--- src/rtl/bfu_pkg.sv ---
package bfu_pkg;

  typedef enum logic [2:0] {
    ST_IDLE   = 3'd0,
    ST_READ   = 3'd1,
    ST_MODIFY = 3'd2,
    ST_WRITE  = 3'd3,
    ST_DONE   = 3'd4
  } bfu_state_t;

  typedef enum logic {
    OP_EXTRACT = 1'b0,
    OP_INSERT  = 1'b1
  } bfu_op_t;

endpackage

--- src/rtl/bfu_lsb_enc.sv ---
module bfu_lsb_enc #(
  parameter int W     = 8,
  parameter int IDX_W = (W > 1) ? $clog2(W) : 1
) (
  input  logic [W-1:0]     mask,
  output logic [IDX_W-1:0] idx
);

  logic [W-1:0] below;
  logic [W-1:0] hit;

  assign below[0] = 1'b0;
  genvar g;
  generate
    for (g = 1; g < W; g++) begin : g_chain
      assign below[g] = below[g-1] | mask[g-1];
    end
  endgenerate

  assign hit = mask & ~below;

  always_comb begin
    idx = '0;
    for (int i = 0; i < W; i++) begin
      if (hit[i]) idx = idx | IDX_W'(i);
    end
  end

  // the index names a set bit with no set bit beneath it
  always_comb begin
    if (mask != '0) begin
      a_lsb_index_r1: assert (mask[idx] && ((mask & ((W'(1) << idx) - W'(1))) == '0))
        else $error("lowest-set index wrong");
    end
  end

endmodule

--- src/rtl/bfu_field_alu.sv ---
module bfu_field_alu #(
  parameter int W     = 8,
  parameter int IDX_W = (W > 1) ? $clog2(W) : 1
) (
  input  logic [W-1:0]     mask,
  input  logic [IDX_W-1:0] idx,
  input  logic [W-1:0]     src,
  input  logic [W-1:0]     rd,
  output logic [W-1:0]     ext_val,
  output logic [W-1:0]     ins_val
);

  logic [W-1:0] kept;
  logic [W-1:0] placed;

  assign kept    = rd & mask;
  assign ext_val = kept >> idx;
  assign placed  = (src << idx) & mask;
  assign ins_val = placed | (rd & ~mask);

endmodule

--- src/rtl/bfu_ctrl.sv ---
module bfu_ctrl
  import bfu_pkg::*;
#(
  parameter int W      = 8,
  parameter int ADDR_W = 16
) (
  input  logic              clk,
  input  logic              rst,
  input  logic              cmd_start,
  input  logic              cmd_op,
  input  logic [W-1:0]      cmd_mask,
  input  logic [W-1:0]      cmd_reg,
  input  logic [ADDR_W-1:0] cmd_addr,
  input  logic              mem_ready,
  input  logic [W-1:0]      mem_rdata,
  input  logic [W-1:0]      ext_val,
  input  logic [W-1:0]      ins_val,
  output logic [W-1:0]      mask_q,
  output logic [W-1:0]      src_q,
  output logic [W-1:0]      rd_q,
  output logic              mem_req,
  output logic              mem_we,
  output logic [ADDR_W-1:0] mem_addr,
  output logic [W-1:0]      mem_wdata,
  output logic [W-1:0]      res_data,
  output logic              done,
  output logic              busy
);

  bfu_state_t        state;
  bfu_op_t           op_q;
  logic [ADDR_W-1:0] addr_q;
  logic [W-1:0]      wdata_q;
  logic [W-1:0]      res_q;

  always_ff @(posedge clk) begin
    if (rst) begin
      state   <= ST_IDLE;
      op_q    <= OP_EXTRACT;
      addr_q  <= '0;
      mask_q  <= '0;
      src_q   <= '0;
      rd_q    <= '0;
      wdata_q <= '0;
      res_q   <= '0;
    end else begin
      case (state)
        ST_IDLE: begin
          if (cmd_start) begin
            op_q   <= bfu_op_t'(cmd_op);
            addr_q <= cmd_addr;
            mask_q <= cmd_mask;
            src_q  <= cmd_reg;
            state  <= ST_READ;
          end
        end
        ST_READ: begin
          if (mem_ready) begin
            rd_q  <= mem_rdata;
            state <= ST_MODIFY;
          end
        end
        ST_MODIFY: begin
          if (op_q == OP_EXTRACT) begin
            res_q <= ext_val;
            state <= ST_DONE;
          end else begin
            wdata_q <= ins_val;
            state   <= ST_WRITE;
          end
        end
        ST_WRITE: begin
          if (mem_ready) state <= ST_DONE;
        end
        ST_DONE: state <= ST_IDLE;
        default: state <= ST_IDLE;
      endcase
    end
  end

  assign mem_req   = (state == ST_READ) || (state == ST_WRITE);
  assign mem_we    = (state == ST_WRITE);
  assign mem_addr  = addr_q;
  assign mem_wdata = wdata_q;
  assign res_data  = res_q;
  assign done      = (state == ST_DONE);
  assign busy      = (state != ST_IDLE);

  // request and its fields hold until ready
  p_req_hold_r6: assert property (@(posedge clk) disable iff (rst)
    (mem_req && !mem_ready) |=> (mem_req && $stable(mem_we) && $stable(mem_addr) && $stable(mem_wdata)))
    else $error("request dropped or changed while waiting");

  // writes occur only for insert
  p_no_ext_write_r5: assert property (@(posedge clk) disable iff (rst)
    mem_we |-> (op_q == OP_INSERT))
    else $error("write during extract");

  // done lasts one cycle and is followed by idle
  p_done_pulse_r8: assert property (@(posedge clk) disable iff (rst)
    done |=> (!done && !busy))
    else $error("done not a single pulse");

  // result changes only when an extract completes
  p_res_hold_r9: assert property (@(posedge clk) disable iff (rst)
    !(state == ST_MODIFY && op_q == OP_EXTRACT) |=> $stable(res_data))
    else $error("result changed outside extract completion");

  // a start while busy leaves the latched command alone
  p_busy_ignore_r7: assert property (@(posedge clk) disable iff (rst)
    (busy && cmd_start) |=> ($stable(addr_q) && $stable(mask_q) && $stable(src_q) && $stable(op_q)))
    else $error("command replaced while busy");

  // merged byte keeps every destination bit outside the mask
  p_keep_unmasked_r3: assert property (@(posedge clk) disable iff (rst)
    mem_we |-> ((mem_wdata & ~mask_q) == (rd_q & ~mask_q)))
    else $error("unmasked bits altered");

  // zero mask gives zero extract value
  p_zero_mask_r2: assert property (@(posedge clk) disable iff (rst)
    (mask_q == '0) |-> (ext_val == '0))
    else $error("zero mask extract nonzero");

endmodule

--- src/rtl/bfu_field_unit.sv ---
module bfu_field_unit #(
  parameter int W      = 8,
  parameter int ADDR_W = 16
) (
  input  logic              clk,
  input  logic              rst,
  input  logic              cmd_start,
  input  logic              cmd_op,
  input  logic [W-1:0]      cmd_mask,
  input  logic [W-1:0]      cmd_reg,
  input  logic [ADDR_W-1:0] cmd_addr,
  output logic              mem_req,
  output logic              mem_we,
  output logic [ADDR_W-1:0] mem_addr,
  output logic [W-1:0]      mem_wdata,
  input  logic [W-1:0]      mem_rdata,
  input  logic              mem_ready,
  output logic [W-1:0]      res_data,
  output logic              done,
  output logic              busy
);

  localparam int IDX_W = (W > 1) ? $clog2(W) : 1;

  logic [W-1:0]     mask_q;
  logic [W-1:0]     src_q;
  logic [W-1:0]     rd_q;
  logic [IDX_W-1:0] lsb_idx;
  logic [W-1:0]     ext_val;
  logic [W-1:0]     ins_val;

  bfu_lsb_enc #(.W(W), .IDX_W(IDX_W)) u_enc (
    .mask (mask_q),
    .idx  (lsb_idx)
  );

  bfu_field_alu #(.W(W), .IDX_W(IDX_W)) u_alu (
    .mask    (mask_q),
    .idx     (lsb_idx),
    .src     (src_q),
    .rd      (rd_q),
    .ext_val (ext_val),
    .ins_val (ins_val)
  );

  bfu_ctrl #(.W(W), .ADDR_W(ADDR_W)) u_ctrl (
    .clk       (clk),
    .rst       (rst),
    .cmd_start (cmd_start),
    .cmd_op    (cmd_op),
    .cmd_mask  (cmd_mask),
    .cmd_reg   (cmd_reg),
    .cmd_addr  (cmd_addr),
    .mem_ready (mem_ready),
    .mem_rdata (mem_rdata),
    .ext_val   (ext_val),
    .ins_val   (ins_val),
    .mask_q    (mask_q),
    .src_q     (src_q),
    .rd_q      (rd_q),
    .mem_req   (mem_req),
    .mem_we    (mem_we),
    .mem_addr  (mem_addr),
    .mem_wdata (mem_wdata),
    .res_data  (res_data),
    .done      (done),
    .busy      (busy)
  );

endmodule

--- config.mk ---
export PLATFORM = sky130hd
export DESIGN_NAME = bfu_field_unit
export DESIGN_NICKNAME = d
export VERILOG_FILES = /design/src/rtl/bfu_pkg.sv /design/src/rtl/bfu_lsb_enc.sv /design/src/rtl/bfu_field_alu.sv /design/src/rtl/bfu_ctrl.sv /design/src/rtl/bfu_field_unit.sv
export SDC_FILE = /design/constraint.sdc
export NUM_CORES = 1
export LEC_CHECK = 0
export CORE_UTILIZATION = 53
export CTS_BUF_LIST = sky130_fd_sc_hd__clkbuf_8
export CTS_CLUSTER_DIAMETER = 200
export DETAILED_ROUTE_END_ITERATION = 6
export PLACE_DENSITY = 0.88
export SYNTH_ARGS = -nofsm -noshare
export SYNTH_HDL_FRONTEND = slang
export SYNTH_SLANG_ARGS = --single-unit
--- constraint.sdc ---
create_clock -name clk -period 3.2 [get_ports clk]
set_input_delay 0.48 -clock clk [delete_from_list [all_inputs] [get_ports clk]]
set_output_delay 0.48 -clock clk [all_outputs]
set_load 0.005 [all_outputs]
Word level (Yosys, flattened, before mapping) --
Cells that the tools add are included.
Storage, ports and cells: register bits 60, input port bits 45, output and inout port bits 36, word-level logic and storage cells 51
Cells by class: equal/unequal tests 7, shift operators 2, multiplexer cells 12, bitwise logic cells 14, reduce and logical (&&, ||, !) cells 8
Operators with widths (number):
- AND 8 bit | 4
- two-way mux 3 bit | 8
- inverter 8 bit | 2
- case mux 3 bit (4 select lines) | 1
- OR 8 bit | 1
- AND reduction 2 bit | 4
- << shifter 8 x 3 -> 8 bit | 1
- right shift 8 x 3 -> 8 bit | 1
- == test 3 x 2 -> 1 bit, second input constant | 2
- OR 1 bit | 6
- two-way mux 2 bit | 2
- != test 2 bit, second input constant | 2
- == test 3 x 1 -> 1 bit, second input constant | 1
- == test 3 bit, second input constant | 1
- logical NOT 3 bit | 1
- AND reduction 3 bit | 1
- nonzero test 3 bit | 1
- != test 2 x 1 -> 1 bit, second input constant | 1
- logical OR 1 bit | 1
- two-way mux 1 bit | 1
- inverter 1 bit | 1

Depth between registers and ports, before layout --
Gate-level depths: netlist of the first run.
depth in word-level cells 18, depth in mapped cells 8, gate-level depth less buffers 6

Cells and area by module --
From an unflattened synthesis of the first run, not the netlist that was laid out.
Second synthesis, totals: cells, all modules 366, area total of the unflattened synthesis 2915.3 µm²
Modules (own cells, without submodules):
- bfu_ctrl | times used 1, cells an instance 264, area an instance 2244.7 µm², sequential area each 1201.2 µm²
- bfu_field_alu | times used 1, cells an instance 90, area an instance 586.8 µm², sequential area each 0.0 µm²
- bfu_lsb_enc | times used 1, cells an instance 12, area an instance 83.8 µm², sequential area each 0.0 µm²

Worst setup path before layout of the first run --
OpenSTA, ideal clock, no wires.
path type flip-flop to flip-flop, start point register u_ctrl.mask_q[1], end point register u_ctrl.wdata_q[4], in the netlist u_ctrl.mem_wdata[4], library setup time 129 ps, data arrival time 1811 ps, required time 3071 ps, slack 1261 ps, cell stages (with the launch flop) 8, buffers on the path 1, clock period less this slack 1939 ps, cells stage by stage dfxtp_1 -> buf_6 -> or4_4 -> nor2_4 -> mux2i_1 -> mux2i_1 -> a221oi_1 -> nor4_2
Between the ends: word-level cells in the longest chain between the ends 12, elaborated cells between the ends (all ways) 18, classes of those cells shift: 1; mux: 7; bitwise: 10
Ends and longest elaborated chain:
- from (decl) | RTL line bfu_ctrl.sv:18 | output logic [W-1:0] mask_q,
- from (signal assigned) | RTL line bfu_ctrl.sv:52 | mask_q <= cmd_mask;
- OR 1 bit | RTL line bfu_lsb_enc.sv:16 | assign below[g] = below[g-1] | mask[g-1];
- OR 1 bit / inverter 8 bit (equally long branches) | RTL line bfu_lsb_enc.sv:16, bfu_lsb_enc.sv:20
- inverter 8 bit, or another cell as far along | RTL line bfu_lsb_enc.sv:20 | assign hit = mask & ~below;
- AND 8 bit * | RTL line bfu_lsb_enc.sv:20
- two-way mux 2 bit, or another cell as far along | RTL line bfu_lsb_enc.sv:25 | if (hit[i]) idx = idx | IDX_W'(i);
- two-way mux 3 bit, or another cell as far along (2 in series) | RTL line bfu_lsb_enc.sv:25
- two-way mux 3 bit / AND 8 bit (equally long branches) | RTL line bfu_lsb_enc.sv:25, bfu_lsb_enc.sv:20
- two-way mux 3 bit * | RTL line bfu_lsb_enc.sv:25
- << shifter 8 x 3 -> 8 bit * | RTL line bfu_field_alu.sv:18 | assign placed = (src << idx) & mask;
- AND 8 bit * | RTL line bfu_field_alu.sv:18
- OR 8 bit * | RTL line bfu_field_alu.sv:19 | assign ins_val = placed | (rd & ~mask);
- to (signal assigned) | RTL line bfu_ctrl.sv:68 | wdata_q <= ins_val;
- to (decl) | RTL line bfu_ctrl.sv:33 | logic [W-1:0] wdata_q;
Mark *: on every way between the ends. The rest lies on a longest branch, timed or not. A chain may end at the register's enable or synchronous reset.

Final worst setup path of the first run --
start point register u_ctrl.mask_q[2], end point register u_ctrl.wdata_q[3], in the netlist u_ctrl.mem_wdata[3]
Between the ends: word-level cells in the longest chain between the ends 11, elaborated cells between the ends (all ways) 16, classes of those cells shift: 1; mux: 6; bitwise: 9
Ends and longest elaborated chain (RTL line):
- OR 1 bit | bfu_lsb_enc.sv:16
- inverter 8 bit / OR 1 bit (equally long branches) | bfu_lsb_enc.sv:20, bfu_lsb_enc.sv:16
- AND 8 bit * | bfu_lsb_enc.sv:20
- two-way mux 2 bit, or another cell as far along | bfu_lsb_enc.sv:25
- two-way mux 3 bit, or another cell as far along (2 in series) | bfu_lsb_enc.sv:25
- two-way mux 3 bit / AND 8 bit (equally long branches) | bfu_lsb_enc.sv:25, bfu_lsb_enc.sv:20
- two-way mux 3 bit * | bfu_lsb_enc.sv:25
- << shifter 8 x 3 -> 8 bit * | bfu_field_alu.sv:18
- AND 8 bit * | bfu_field_alu.sv:18
- OR 8 bit * | bfu_field_alu.sv:19
Marks and branches as above.

==> results.toml, run 1 <==
[status]
status = "completed"

[final_layout]
num-nets-final = 464
stdcell_area_mm2 = 0.00382
num-fill-cells = 407
area_growth_pct = 32.8
drive_gt1_share_pct = 7.35
num_antenna_cells = 0

[yosys]
synth_top_area_share_pct = 41.8
syn_nets = 395
ys_types = 54
synth_edf_count = 0
synthArstFlopShare_pct = 0
syn_area_per_cell_um2 = 8.21
ys.flop_type = "dfxtp_1"
syn_area_mm2 = 0.00287
synth_area_leaders = "dfxtp_1 42%, nand2_1 11%, a21oi_1 7.5%, mux2i_1 6.6%, nor2_1 4.3%"
synth_top_cell_by_area = "dfxtp_1"
synthCells = 350
seq_area_frac_synth_pct = 41.8
yosys_warnings = 0
ys_ff_latch = 60

[setup_path]
crit_type = "reg -> reg"
end_kind = "register"
path_cells = "nand2b_1 -> a21oi_1 -> nor2_2 -> mux4_2 -> mux2i_1 -> a211oi_1"
cpMaxStageDelayCell = "mux4_2"
cp.required_ns = 3.40
crit_fanout = 13
arrival_ns = 2.52
max_stage_delay_ns = 0.60
start_kind = "register"

[sta]
slew_viol_final = 0
fin_setup_tns_ns = 0
worst_slew_pin_slew_ns = 1.12
max_freq_ghz = 0.431
finClkSkew_ns = 0.0125
max_slew_margin_pct = 25.0
rsz0062_at_grt = "no"
hold_viol = 0
holdWs_ns = 0.452
post-route-min-period_ns = 2.32
setup_violations = 0
timing.final.crit_share_pct = 72.6

[global_routing]
grt_max_degree = 35
grtUsageTotal_pct = 28.6
first_global_vias = 2570
grt_pass1_wl_um = 12000
overflow = 0
antenna_found_initial = 0

[clocking]
ctsResizeCount = 0
cts_hold_buf = 0
cts.htree.levels = 3
clockRootBuffer = "clkbuf_8"
clk_transition_reported_paths_ns = 0.06
cts_max_path_buffers = 2
cts_buffers = 9
cts_setup_buffers = 0
cts_num_sinks = 60
cts_tree = "yes"
clk_latency_ns = 0.34

[power_and_ir_drop]
cellPowerDensity_mw_per_mm2 = 490
swShare_pct = 26.1
combPwrFrac_pct = 17.6
switchingPower_uw = 487
p_int_uw = 1380
p_leak_uw = 0.00136
vdd_drop_max_mv = 0.293
seq_power_share_pct = 44.2
clkPwrFrac_pct = 38.2

[placed_design]
dp_hpwl_um = 5400
placedInstanceArea_mm2 = 0.00361
io_buffers = 80
place_congestion = 0.962

[die]
dieWidth_um = 75.6
die-height_um = 75.6
start_util_pct = 55.5
io_pins = 81
core_area_mm2 = 0.00517
dieArea_mm2 = 0.00572
rows = 26

[route]
wl_um = 7510
via_per_inst = 5.61
route.detailed.drc = 0
drt_iter0_markers = 195
num_vias = 2758
wire_per_inst_um = 15.3
dr.pass1.iters = 4
postRouteAntennaNets = 0

[worst_hold_path]
hold_path_class = "reg -> reg"

[run]
cap_violations = 0
## metal layers
| metal | GRT usage, % | wire, µm |
|---|---|---|
| met3 | 6.22 | 576 |
| met5 | 0 | 0 |
| met1 | 37.2 | 3460 |
| met2 | 44.7 | 3260 |
| met4 | 14.6 | 203 |
## stage by stage
stage / utilization, % / worst slack [ns] / power [µW] / std cells
2_1_floorplan: - / 1.26 / 1050 / 350
3_3_place_gp: 69.7 / 0.946 / 1160 / 478
5_1_grt: 73.8 / 0.754 / 1950 / 492
4_1_cts: 73.8 / 0.901 / 1880 / 492
3_5_place_dp: 69.7 / 0.906 / 1170 / 478
6_report: 73.8 / 0.878 / 1870 / 492
## worst max-delay path: cells and delay by family, from the launching register on
| kind | cells | cell delay [ns] |
|---|---|---|
| AOI/OAI and AO/OA | 2 | 0.20 |
| DFF | 1 | 0.53 |
| muxes | 2 | 0.75 |
| and+or+nand+nor | 2 | 0.72 |
## kinds of logic (layout without fill, tap and decap cells)
family                 count (synthesis)  in the layout  synth area share, %
AO/OA/AOI/OAI                         76             76                 17.3
flip-flops                            60             60                 41.8
AND/OR/NAND/NOR                      162            162                 25.9
multiplexers                          22             22                 8.19
buffers and inverters                 30            102                 6.75
## cells in the final DEF, fill, tap and decap left out, drive strengths merged, types with 2 or more instances in the layout
cell	netlist	layout
o211ai	2	2
nor4	4	4
dfxtp	60	60
nand3b	4	4
mux2	2	2
nor4b	2	2
o32ai	3	3
nand3	6	6
and3b	2	2
nand2b	3	3
nor2	35	35
a21oi	43	43
and3	2	2
a221oi	3	3
clkdlybuf4s50	0	79
a211oi	3	3
clkbuf	18	13
nor3	9	9
o21ai	5	5
nor3b	2	2
buf	8	5
o31ai	3	3
and2	3	3
inv	4	4
a2111oi	2	2
mux2i	19	19
nand2	87	87
## synthesized netlist by cell type (2+ instances only)
cell type and number:
and2_1 3, nor4_2 2, nor2_1 33, nand2_1 86, nand3b_1 4, nor3b_1 2, inv_1 4, nand2b_1 2
clkbuf_8 3, a211oi_1 3, nor3_1 9, buf_4 2, mux2_2 2, o32ai_1 3, dfxtp_1 60, o21ai_0 4
and3_1 2, o211ai_1 2, a21oi_1 43, mux2i_1 19, o31ai_1 3, buf_6 4, nand3_1 6, a221oi_1 3
nor4b_1 2, and3b_1 2, nor4_1 2, clkbuf_1 14
## state kept, by name (all words and copies together), names as in the netlist
signal / flops
u_ctrl.mem_addr: 16
u_ctrl.mask_q: 8
u_ctrl.mem_wdata: 8
u_ctrl.rd_q: 8
u_ctrl.res_data: 8
u_ctrl.src_q: 8
u_ctrl.state: 3
u_ctrl.op_q: 1
## final timing paths
path         cells past startpoint  slack [ns]                  end               start
max                              6        0.88  u_ctrl.mem_wdata[3]    u_ctrl.mask_q[2]
min                              2        0.45   u_ctrl.mem_addr[6]  u_ctrl.mem_addr[6]
min reg2reg                      2        0.45   u_ctrl.mem_addr[6]  u_ctrl.mem_addr[6]
max reg2reg                      6        0.88  u_ctrl.mem_wdata[3]    u_ctrl.mask_q[2]
## area by class of cell
| cell class | instances | area, µm² | area share (%) |
|---|---|---|---|
| well taps | 70 | 87.6 | 2.30 |
| inverters | 4 | 15.0 | 0.393 |
| clock buffers | 13 | 179 | 4.69 |
| repair buffers | 84 | 826 | 21.6 |
| flip-flops and latches | 60 | 1200 | 31.5 |
| clock inverters | 1 | 30.0 | 0.787 |
| multi-input cells | 260 | 1480 | 38.7 |
## power groups by stage
| stage | logic, µW | clock network, µW | registers (µW) |
|---|---|---|---|
| after global placement | 323 | 0 | 840 |
| after CTS | 328 | 727 | 826 |
| final | 328 | 714 | 827 |
| after detailed placement | 326 | 0 | 842 |
| after global routing | 361 | 752 | 832 |
| after floorplan | 223 | 0 | 825 |
(Power assumes the default switching activity.)
==> run 2: changes to the inputs <==
--- a/config.mk
+++ b/config.mk
@@ -5,11 +5,11 @@
 export SDC_FILE = /design/constraint.sdc
 export NUM_CORES = 1
 export LEC_CHECK = 0
-export CORE_UTILIZATION = 53
+export CORE_UTILIZATION = 45
 export CTS_BUF_LIST = sky130_fd_sc_hd__clkbuf_8
 export CTS_CLUSTER_DIAMETER = 200
 export DETAILED_ROUTE_END_ITERATION = 6
-export PLACE_DENSITY = 0.88
+export PLACE_DENSITY = 0.8
 export SYNTH_ARGS = -nofsm -noshare
 export SYNTH_HDL_FRONTEND = slang
 export SYNTH_SLANG_ARGS = --single-unit
==> constraint.sdc (replaced) <==
create_clock -name clk -period 1.9 [get_ports clk]
set_input_delay 0.285 -clock clk [delete_from_list [all_inputs] [get_ports clk]]
set_output_delay 0.285 -clock clk [all_outputs]
set_load 0.005 [all_outputs]
==> run 2 against run 1 <==
The run now ends with negative setup slack left. Sequential share of layout area down 2.6 points. Via count up 5.4%. First-iteration DRC count down 26%. Clock-buffer cell count down 3. Die area up 17%. Power up 74%. Combinational power up 130%.
==> results.toml, run 2 (synthesis gave the netlist of run 1 again) <==
[sta]
worst_slew_pin_slew_ns = 0.454
post-route-min-period_ns = 1.91
timing.final.crit_share_pct = 101
slew_viol_final = 0
fin_setup_tns_ns = -0.00952
finClkSkew_ns = 0.0129
layout_setup_ws_ns = -0.00952
max_slew_margin_pct = 69.7
hold_viol = 0
setup_violations = 1
max_freq_ghz = 0.524
rsz0062_at_grt = "yes"

[placed_design]
place_congestion = 0.909
dp_hpwl_um = 5770
placedCellCount = 512
place_ws_ns = -0.0494
io_buffers = 80

[setup_path]
crit_fanout = 4
start_kind = "register"
cp.required_ns = 2.11
end_kind = "register"
arrival_ns = 2.12
crit_type = "reg -> reg"

[clocking]
cts_max_path_buffers = 2
clockRootBuffer = "clkbuf_8"
cts_tree = "yes"
cts.htree.levels = 3
clk_transition_reported_paths_ns = 0.07
clk_latency_ns = 0.35
cts_buffers = 9
cts_num_sinks = 60
cts_hold_buf = 0

[power_and_ir_drop]
clkPwrFrac_pct = 34.7
cellPowerDensity_mw_per_mm2 = 774
combPwrFrac_pct = 22.8
seq_power_share_pct = 42.5
swShare_pct = 28.0
p_leak_uw = 0.00156
vdd_drop_max_mv = 0.616
p_total_uw = 3250
switchingPower_uw = 909
p_int_uw = 2340

[route]
route.detailed.drc = 0
postRouteAntennaNets = 0
wl_um = 7960
dr.pass1.iters = 4
wire_per_inst_um = 14.9
drt_iter0_markers = 145
via_per_inst = 5.46
num_vias = 2908

[final_layout]
num_antenna_cells = 0
final-instance-count-excl-fill = 533
drive_gt1_share_pct = 19.4
utilization_pct = 69.6
area_growth_pct = 45.9
final_cell_mix = "86 x nand2_1, 79 x clkdlybuf4s50_1, 53 x dfxtp_1, 42 x a21oi_1, 35 x buf_4"
largest_reg_flops = 16
layout_commonest_cell = "nand2_1"
num-nets-final = 499

[die]
io_pins = 81
core_area_mm2 = 0.00603
start_util_pct = 47.7
rows = 28
dieWidth_um = 81.9
dieArea_mm2 = 0.00671
die-height_um = 81.9

[global_routing]
overflow = 0
antenna_found_initial = 0
grt_max_degree = 45
grt_pass1_wl_um = 12300
grtUsageTotal_pct = 24.9
first_global_vias = 2654

[status]
status = "finished, violations left"
violations = "negative setup slack"

[worst_hold_path]
hold_path_class = "in -> reg"

[run]
cap_violations = 0
-- run 2: final timing paths --
| kind | cells past startpoint | to | slack (ns) | from |
|---|---|---|---|---|
| setup / recovery | 7 | u_ctrl.mem_wdata[4] | -0.01 | u_ctrl.mask_q[2] |
| hold / removal | 2 | u_ctrl.rd_q[6] | 0.34 | rst |
| setup reg to reg | 7 | u_ctrl.mem_wdata[4] | -0.01 | u_ctrl.mask_q[2] |
| hold reg to reg | 2 | u_ctrl.mem_addr[9] | 0.46 | u_ctrl.mem_addr[9] |
-- run 2: what timing repair did --
item,CTS,global route
resized for setup,10,22
endpoints found under the setup margin,9,15
pin swaps,0,3
endpoints found under the hold margin,0,0
setup buffers,3,3
-- run 2: routing by layer --
layer | global-route usage, % | routed length [µm]
met1 | 28.9 | 3480
met2 | 40.8 | 3610
met3 | 8.22 | 657
met4 | 12.5 | 212
met5 | 0 | 0
-- run 2: worst max-delay path, stage by stage (launching register included) --
cell      delay (ns)
dfxtp_2         0.32
buf_6           0.12
or4_4           0.50
nor2_4          0.14
mux2i_2         0.25
mux2i_1         0.12
a221oi_2        0.25
nor4_2          0.08
-- run 2: power by group through the flow --
stage | Clock, µW | Combinational, µW | Sequential [µW]
after floorplan | 0 | 378 | 1390
after global placement | 0 | 670 | 1400
after detailed placement | 0 | 676 | 1400
after CTS | 1150 | 702 | 1380
after global routing | 1200 | 797 | 1390
final | 1130 | 739 | 1380
-- run 2: through the flow --
step	cell area (µm²)	hold slack, ns
final	4190	0.341
after global routing	4190	0.369
after CTS	4100	0.326
after detailed placement	3850	0.449
after global placement	3850	0.441
after floorplan	2880	0.421
-- run 2: layout make-up --
class / count / area, µm²
Fill cell: 498 / 1830
Multi-Input combinational cell: 260 / 1570
Sequential cell: 60 / 1210
Timing Repair Buffer: 119 / 1110
Clock buffer: 10 / 138
Tap cell: 75 / 93.8
Clock inverter: 5 / 53.8
Inverter: 4 / 15.0
